**src/rtl/pin_bank_pkg.sv**
```systemverilog
// Package: address constants shared by the pin controller and its checker.
// Assumes byte-wide configuration addresses and a 4-bit runtime offset.
package pin_bank_pkg;
    localparam int CFG_DIR_BASE   = 8'h31; // bank 0 direction address
    localparam int CFG_BANK_STEP  = 4;     // address step between banks
    localparam int DATA_OFF_BASE  = 4'hC;  // bank 0 data offset in window
    localparam int DATA_OFF_STEP  = 2;     // offset step between banks
endpackage

```
**src/rtl/pin_bank_cfg.sv**
```systemverilog
// Module: configuration masks of one bank (direction, polarity, drive type).
// Assumes one configuration write per cycle; unmatched addresses are ignored.
module pin_bank_cfg #(
    parameter int BANK_W   = 8,
    parameter int CFG_BASE = 8'h31
) (
    input  logic              clk,
    input  logic              rst_n,
    input  logic              cfg_we,
    input  logic [7:0]        cfg_addr,
    input  logic [BANK_W-1:0] cfg_wdata,
    output logic [BANK_W-1:0] dir_q,
    output logic [BANK_W-1:0] pol_q,
    output logic [BANK_W-1:0] odr_q
);
    localparam logic [7:0] A_DIR = 8'(CFG_BASE);
    localparam logic [7:0] A_POL = 8'(CFG_BASE + 1);
    localparam logic [7:0] A_ODR = 8'(CFG_BASE + 2);

    // Capture a configuration byte into the mask its address selects.
    always_ff @(posedge clk) begin
        if (!rst_n) begin
            dir_q <= '0;
            pol_q <= '0;
            odr_q <= '0;
        end else if (cfg_we) begin
            if (cfg_addr == A_DIR) dir_q <= cfg_wdata;
            if (cfg_addr == A_POL) pol_q <= cfg_wdata;
            if (cfg_addr == A_ODR) odr_q <= cfg_wdata;
        end
    end
endmodule

```
**src/rtl/pin_bank_sync.sv**
```systemverilog
// Module: two-flop synchroniser for the asynchronous pad inputs.
// Assumes each pin is sampled on its own; there is no bus coherence across pins.
module pin_bank_sync #(
    parameter int W = 16
) (
    input  logic         clk,
    input  logic         rst_n,
    input  logic [W-1:0] d_async,
    output logic [W-1:0] d_sync
);
    logic [W-1:0] stage1;

    // Move pad levels through two flops before anything reads them.
    always_ff @(posedge clk) begin
        if (!rst_n) begin
            stage1 <= '0;
            d_sync <= '0;
        end else begin
            stage1 <= d_async;
            d_sync <= stage1;
        end
    end
endmodule

```
**src/rtl/pin_bank_data.sv**
```systemverilog
// Module: data latch and pad drive for one bank.
// Assumes wr_sel is already decoded; masks with the direction held before the edge.
module pin_bank_data #(
    parameter int BANK_W = 8
) (
    input  logic              clk,
    input  logic              rst_n,
    input  logic              wr_sel,
    input  logic [BANK_W-1:0] wdata,
    input  logic [BANK_W-1:0] dir,
    input  logic [BANK_W-1:0] pol,
    input  logic [BANK_W-1:0] odr,
    output logic [BANK_W-1:0] dat_q,
    output logic [BANK_W-1:0] oe,
    output logic [BANK_W-1:0] out
);
    logic [BANK_W-1:0] drv;

    // Update only output pins' latch bits on a selected write.
    always_ff @(posedge clk) begin
        if (!rst_n) begin
            dat_q <= '0;
        end else if (wr_sel) begin
            dat_q <= (dat_q & ~dir) | (wdata & dir);
        end
    end

    // Derive per-pin driver enable and value from data, polarity and type.
    always_comb begin
        drv = dat_q ^ pol;
        for (int i = 0; i < BANK_W; i++) begin
            if (odr[i]) begin
                oe[i]  = dir[i] & ~drv[i];
                out[i] = 1'b0;
            end else begin
                oe[i]  = dir[i];
                out[i] = drv[i];
            end
        end
    end
endmodule

```
**src/rtl/pin_bank_io.sv**
```systemverilog
// Module: two-bank pin controller top; window decode, read mux, bank instances.
// Assumes io_rdata is sampled combinationally while io_rd is high.
module pin_bank_io
    import pin_bank_pkg::*;
#(
    parameter int NUM_BANKS = 2,
    parameter int BANK_W    = 8,
    parameter int ADDR_W    = 16,
    parameter int WIN_LSB   = 4
) (
    input  logic                       clk,
    input  logic                       rst_n,
    input  logic                       cfg_we,
    input  logic [7:0]                 cfg_addr,
    input  logic [BANK_W-1:0]          cfg_wdata,
    input  logic                       win_en,
    input  logic [ADDR_W-WIN_LSB-1:0]  win_base,
    input  logic [ADDR_W-1:0]          io_addr,
    input  logic                       io_wr,
    input  logic                       io_rd,
    input  logic [BANK_W-1:0]          io_wdata,
    output logic [BANK_W-1:0]          io_rdata,
    input  logic [NUM_BANKS*BANK_W-1:0] pad_in,
    output logic [NUM_BANKS*BANK_W-1:0] pad_oe,
    output logic [NUM_BANKS*BANK_W-1:0] pad_out
);
    localparam int PINS = NUM_BANKS * BANK_W;

    logic [PINS-1:0]      dir_all, pol_all, odr_all, dat_all, pin_sync;
    logic                 win_hit;
    logic [WIN_LSB-1:0]   win_off;
    logic [NUM_BANKS-1:0] bank_sel;

    // Decide whether the runtime address falls inside the enabled window.
    always_comb begin
        win_hit = win_en && (io_addr[ADDR_W-1:WIN_LSB] == win_base);
        win_off = io_addr[WIN_LSB-1:0];
    end

    pin_bank_sync #(.W(PINS)) u_sync (
        .clk     (clk),
        .rst_n   (rst_n),
        .d_async (pad_in),
        .d_sync  (pin_sync)
    );

    for (genvar b = 0; b < NUM_BANKS; b++) begin : g_bank
        localparam int OFF = DATA_OFF_BASE + b * DATA_OFF_STEP;

        // Select this bank when the window offset names its data register.
        assign bank_sel[b] = win_hit && (win_off == WIN_LSB'(OFF));

        pin_bank_cfg #(
            .BANK_W   (BANK_W),
            .CFG_BASE (CFG_DIR_BASE + b * CFG_BANK_STEP)
        ) u_cfg (
            .clk       (clk),
            .rst_n     (rst_n),
            .cfg_we    (cfg_we),
            .cfg_addr  (cfg_addr),
            .cfg_wdata (cfg_wdata),
            .dir_q     (dir_all[b*BANK_W +: BANK_W]),
            .pol_q     (pol_all[b*BANK_W +: BANK_W]),
            .odr_q     (odr_all[b*BANK_W +: BANK_W])
        );

        pin_bank_data #(.BANK_W(BANK_W)) u_data (
            .clk    (clk),
            .rst_n  (rst_n),
            .wr_sel (io_wr && bank_sel[b]),
            .wdata  (io_wdata),
            .dir    (dir_all[b*BANK_W +: BANK_W]),
            .pol    (pol_all[b*BANK_W +: BANK_W]),
            .odr    (odr_all[b*BANK_W +: BANK_W]),
            .dat_q  (dat_all[b*BANK_W +: BANK_W]),
            .oe     (pad_oe[b*BANK_W +: BANK_W]),
            .out    (pad_out[b*BANK_W +: BANK_W])
        );
    end

    // Return polarity-corrected synchronised levels of the selected bank.
    always_comb begin
        io_rdata = '0;
        for (int b = 0; b < NUM_BANKS; b++) begin
            if (io_rd && bank_sel[b])
                io_rdata = io_rdata | (pin_sync[b*BANK_W +: BANK_W] ^ pol_all[b*BANK_W +: BANK_W]);
        end
    end
endmodule

```
**config.mk**
```make
export PLATFORM = sky130hd
export DESIGN_NAME = pin_bank_io
export DESIGN_NICKNAME = d
export VERILOG_FILES = /design/src/rtl/pin_bank_pkg.sv /design/src/rtl/pin_bank_cfg.sv /design/src/rtl/pin_bank_sync.sv /design/src/rtl/pin_bank_data.sv /design/src/rtl/pin_bank_io.sv
export SDC_FILE = /design/constraint.sdc
export NUM_CORES = 1
export LEC_CHECK = 0
export CELL_PAD_IN_SITES_DETAIL_PLACEMENT = 1
export CELL_PAD_IN_SITES_GLOBAL_PLACEMENT = 2
export CORE_ASPECT_RATIO = 1.4
export CORE_MARGIN = 3
export CORE_UTILIZATION = 40
export CTS_CLUSTER_DIAMETER = 120
export DETAILED_ROUTE_END_ITERATION = 8
export DONT_BUFFER_PORTS = 1
export PLACE_DENSITY = 0.8
export SYNTH_ARGS = -nofsm -noshare
export SYNTH_HDL_FRONTEND = slang
export SYNTH_SLANG_ARGS = --single-unit
export TNS_END_PERCENT = 30
```
**constraint.sdc**
```tcl
create_clock -name clk -period 4.1 [get_ports clk]
set_clock_uncertainty 0.1 [all_clocks]
set_input_delay 0.82 -clock clk [delete_from_list [all_inputs] [get_ports clk]]
set_output_delay 0.82 -clock clk [all_outputs]
set_load 0.02 [all_outputs]
```
==> summary.md, run 1 <==
| Metric | Value |
|---|---|
| Status | `completed` |
| DP Area | `4350 µm²` |
| Commonest non-fill, non-tap cell in the layout | `dfxtp_1` |
| Post-synth top area share | `0.457` |
| Yosys reg bits | `96` |
| Vias in the first global route | `3,065` |
| Row count | `43` |
| Max-cap violation count | `0` |
| Endpoints failing setup | `0` |
| Tmin final | `3540 ps` |
| Core footprint | `10,100 µm²` |
| Chip height | `127 µm` |
| Initial Utilization | `0.418` |
| Final WL | `10.1 mm` |
| TritonCTS Sinks | `96` |
| Synth Area per Inst | `9.47 µm²` |
| CP required | `3180 ps` |
| Routed Antenna Nets | `0` |
| Drt first-iter violations | `148` |
| # DRC | `0` |
| Grt ovf | `0` |
| Crit-path max FO | `8` |
| Nets | `515` |
| Die Area | `11,800 µm²` |
| Most frequent cells in the layout | `dfxtp_1, nand2_1, mux2i_1, and2_1, xnor2_1` |
| Fin util | `0.461` |
| CTS max path bufs | `2` |
| Clock insertion delay at the later pin of the skew report | `330 ps` |
| Die width | `92.6 µm` |
| Measured slew at the worst slew-check pin | `1060 ps` |
| Number of port buffers | `0` |
| I/O pins | `114` |
| Initial antenna violation count | `0` |
| Total GRT Usage | `0.173` |
| Hold crit path type | `flip-flop to flip-flop` |
| Post_cts resized | `0` |
| CTS buffer count | `9` |
| Setup repair after global routing missed its margin | `false` |
| VDD IR-drop max | `0.259 mV` |
| Cell variety after synth | `29` |
| Fraction of layout cells with a size suffix above 1 | `0.0583` |
| Min Hold Slack | `334 ps` |
| Leakage | `1.95 nW` |
| Cell Area, Synth | `4200 µm²` |
| Routed wire per std cell | `17.4 µm` |
| Worst-path clk slew | `60 ps` |
| Area taken by multi-input logic gates | `2120 µm²` |
| Post-synthesis sequential area ratio | `0.457` |
| Pwr/cell area | `393 nW/µm²` |
| CP Capture Type | `output pin` |
| Final Slew Violations | `0` |
| Vias | `2,998` |
| Final period utilization | `0.865` |
| Final Cell Area | `4640 µm²` |
| RePlAce Congestion | `0.772` |
| Final Hold Viols | `0` |
| Total setup buffers inserted after CTS | `0` |
| YS warnings | `0` |
| Largest net degree at the start of global routing | `113` |
| Mapped Cells | `444` |
| Ant diodes | `0` |
| FF+latch area | `1920 µm²` |
| First-pass GRT wire length | `16.2 mm` |
| TritonCTS clock tree | `done` |
| Post-DP HPWL | `7.38 mm` |
| Fillers | `1,152` |
| Fmax | `282 MHz` |
| Root buf cell | `clkbuf_16` |
| Ranking of synthesized cells by area | `dfxtp_1, mux2i_1, nand2_1` |
| Arrival @ worst endpoint | `2620 ps` |
| Syn Nets | `518` |
| Setup TNS Final | `0 ps` |
| WS Path Type | `primary input to output pin` |
| TritonRoute pass-1 iters | `4` |
| Cts hold-fix bufs | `0` |
| Synth area leader | `dfxtp_1` |
| Synthesis-to-finish area growth | `10.3%` |
| Vias/cell | `5.16` |
| Startpoint Class | `primary input` |
| Max-slew headroom | `0.289` |
| H-Tree Depth | `3` |
==> worst max-delay path: stages <==
cell and delay, ps:
inv_1 30, a221o_1 390, nor4_1 290, nand4_1 490
a211oi_1 390, buf_4 200
==> stage by stage <==
stage,cells,total power [mW],worst slack (ps)
final,581,1.82,555
after global routing,581,1.89,420
after CTS,581,1.84,504
after detailed placement,565,1.03,520
after global placement,565,1.03,609
after floorplan,444,1.03,839
==> cell usage after synthesis <==
cell        n
dfxtp_1    96
nand2_1    65
mux2i_1    64
and2_1     34
xnor2_1    26
nor2_1     24
inv_1      20
clkbuf_1   19
nor2b_1    18
nand4_1    17
o21a_1     16
xor2_1     13
a211oi_1    8
buf_2       3
nand3b_1    3
a221o_1     2
nand2b_1    2
nor3_1      2
nor3b_1     2
buf_6       1
nand3_1     1
nand4b_1    1
nand4bb_1   1
nor4_1      1
nor4_4      1
nor4b_4     1
nor4bb_1    1
o2111ai_1   1
o22ai_1     1
==> per-layer routing <==
metal,vias to the layer above,track usage,wire length (µm)
li1,1466,-,-
met1,1435,0.225,4690
met2,90,0.279,4610
met5,-,0,0
met4,0,0.0414,93
met3,7,0.0542,747
==> cell type report <==
class                   count  share of cell area
inverters                  20              0.0162
multi-input cells         305               0.457
clock inverters             4             0.00972
clock buffers              12              0.0510
well taps                 135              0.0364
flip-flops and latches     96               0.415
repair buffers              9              0.0146
==> cells by family (layout without fill, tap and decap cells) <==
family                    Yosys count  in the layout  synth area share
and+or+nand+nor                   174            174             0.217
DFF                                96             96             0.457
muxes                              64             64             0.152
buffers and inverters              43             45            0.0411
xor gates and xnor gates           39             39            0.0813
AOI/OAI and AO/OA                  28             28            0.0512
==> worst paths after layout <==
kind                                                            start                     endpoint  slack (ps)  cells past startpoint
worst max register to register  g_bank[0].u_cfg.dir_q[3]$_SDFFE_PN0P_                    flip-flop        3210                      2
worst min register to register            u_sync.stage1[6]$_SDFF_PN0_  u_sync.d_sync[6]$_SDFF_PN0_         330                      1
worst min-delay path                      u_sync.stage1[6]$_SDFF_PN0_  u_sync.d_sync[6]$_SDFF_PN0_         330                      1
worst max-delay path                                       io_addr[6]                  io_rdata[0]         560                      6
==> power by group <==
| part | internal, mW | switching (mW) |
|---|---|---|
| clock | 0.471 | 0.340 |
| sequential | 0.948 | 0.00453 |
| combinational | 0.0279 | 0.0297 |
| total | 1.45 | 0.374 |
No activity file was read; power rests on OpenSTA's default activity.
==> run 2, diff against run 1 <==
--- a/config.mk
+++ b/config.mk
@@ -13,6 +13,7 @@
 export CTS_CLUSTER_DIAMETER = 120
 export DETAILED_ROUTE_END_ITERATION = 8
 export DONT_BUFFER_PORTS = 1
+export MAX_ROUTING_LAYER = met4
 export PLACE_DENSITY = 0.8
 export SYNTH_ARGS = -nofsm -noshare
 export SYNTH_HDL_FRONTEND = slang
==> run 2 against run 1 <==
  * Cell area is the same
  * Combinational power is essentially flat
  * Clock power about the same
  * Via count barely moved
  * Core utilization did not move
  * Clock-buffer cell count unchanged
  * Die area unchanged
  * Setup slack lost 11 ps
  * Routed wire length is 0.35% lower
  * Critical endpoint unchanged
  * Highest routed layer unchanged
==> summary.md, run 2 (synthesized netlist as in run 1, its figures left out) <==
| Metric | Value |
|---|---|
| Routed wire per std cell | `17.4 µm` |
| Met3 Track Usage GR | `0.0506` |
| Vias | `2,997` |
| Max-slew headroom | `0.296` |
| Row count | `43` |
| Number of port buffers | `0` |
| Fin util | `0.461` |
| Largest net degree at the start of global routing | `113` |
| H-Tree Depth | `3` |
| TritonRoute pass-1 iters | `4` |
| Root buf cell | `clkbuf_16` |
| Routed Antenna Nets | `0` |
| Final WL | `10.1 mm` |
| Total GRT Usage | `0.178` |
| First-pass GRT wire length | `16.2 mm` |
| CTS max path bufs | `2` |
| Endpoints failing setup | `0` |
| Setup repair after global routing missed its margin | `false` |
| Measured slew at the worst slew-check pin | `1050 ps` |
| Grt peak-use layer | `met2` |
| Total setup buffers inserted after CTS | `0` |
| Grt met1 use | `0.227` |
| Grt ovf | `0` |
| # DRC | `0` |
| Vias/cell | `5.16` |
| M2 GR Usage | `0.279` |
| Ant diodes | `0` |
| VDD IR-drop max | `0.259 mV` |
| Core footprint | `10,100 µm²` |
| CTS buffer count | `9` |
| Clock insertion delay at the later pin of the skew report | `330 ps` |
| Final period utilization | `0.867` |
| CP required | `3180 ps` |
| Leakage | `1.95 nW` |
| Most frequent cells in the layout | `dfxtp_1, nand2_1, mux2i_1, and2_1, xnor2_1` |
| Worst-path clk slew | `60 ps` |
| Arrival @ worst endpoint | `2640 ps` |
| CP Capture Type | `output pin` |
| Crit-path max cell delay | `500 ps` |
| R2R cell count | `2` |
| Initial Utilization | `0.418` |
| Synthesis-to-finish area growth | `10.3%` |
| RePlAce Congestion | `0.783` |
| Nets | `515` |
| Post_cts resized | `0` |
| Cts hold-fix bufs | `0` |
| Critical Path Stages | `6` |
| Drt first-iter violations | `154` |
| Fmax | `281 MHz` |
| Fillers | `1,152` |
| TritonCTS Sinks | `96` |
| Final Hold Viols | `0` |
| Final Slew Violations | `0` |
| TritonCTS clock tree | `done` |
| Max-cap violation count | `0` |
| CP max stage cell | `nand4_1` |
| Status | `completed` |
| Fraction of layout cells with a size suffix above 1 | `0.0583` |
| Post-DP HPWL | `7.38 mm` |
| Setup TNS Final | `0 ps` |
| Worst path cell trace | `inv_1, a221o_1, nor4_1, nand4_1, a211oi_1, buf_4` |
| Chip height | `127 µm` |
| Tmin final | `3560 ps` |
| WS Path Type | `primary input to output pin` |
| Die width | `92.6 µm` |
| Startpoint Class | `primary input` |
| Vias in the first global route | `3,077` |
| Crit-path max FO | `8` |
| Pwr/cell area | `393 nW/µm²` |
| Initial antenna violation count | `0` |
| CP top delay family | `compound AO/OA/AOI/OAI gates` |
| WHS Path Cells | `1` |
| Commonest non-fill, non-tap cell in the layout | `dfxtp_1` |
| Die Area | `11,800 µm²` |
| Hold crit path type | `flip-flop to flip-flop` |
| I/O pins | `114` |
| Bufs and invs on worst path | `2` |
run 2: cell counts in the layout (fill, tap and decap cells not counted):
No cell type changed its count.
run 2: final timing paths:
path / start / to / slack [ps]
setup / recovery: io_addr[6] / io_rdata[0] / 540
hold / removal: u_sync.stage1[6]$_SDFF_PN0_ / u_sync.d_sync[6]$_SDFF_PN0_ / 330
setup reg to reg: g_bank[0].u_cfg.dir_q[3]$_SDFFE_PN0P_ / flip-flop / 3210
hold reg to reg: u_sync.stage1[6]$_SDFF_PN0_ / u_sync.d_sync[6]$_SDFF_PN0_ / 330
run 2: worst reg2reg max path: cells and delay by family (launching register included):
kind	cells	cell delay, ps
flops	1	360
mux	1	240
simple gates	1	110
run 2: metal layers:
| metal | vias up | wire length (µm) |
|---|---|---|
| li1 | 1465 | - |
| met2 | 91 | 4630 |
| met1 | 1434 | 4640 |
| met4 | 0 | 92 |
| met5 | - | 0 |
| met3 | 7 | 741 |
run 2: stage by stage:
stage	std cells	hold WS (ps)	total power, mW	setup slack, ps	area, µm²
after floorplan	444	312	1.03	839	4200
after global placement	565	313	1.03	609	4350
after detailed placement	565	320	1.03	520	4350
after CTS	581	336	1.84	504	4640
after global routing	581	343	1.89	420	4640
final	581	334	1.82	544	4640
run 2: area by class of cell:
cell class / count / area [µm²] / area share
Tap cell: 135 / 169 / 0.0364
Clock buffer: 12 / 236 / 0.0510
Inverter: 20 / 75.1 / 0.0162
Clock inverter: 4 / 45.0 / 0.00972
Sequential cell: 96 / 1920 / 0.415
Multi-Input combinational cell: 305 / 2120 / 0.457
Timing Repair Buffer: 9 / 67.6 / 0.0146
run 2: power by group:
| group | switching (mW) | leakage, nW | internal [mW] |
|---|---|---|---|
| clock network | 0.340 | 0.140 | 0.471 |
| logic | 0.0297 | 1.03 | 0.0280 |
| registers | 0.00453 | 0.780 | 0.948 |
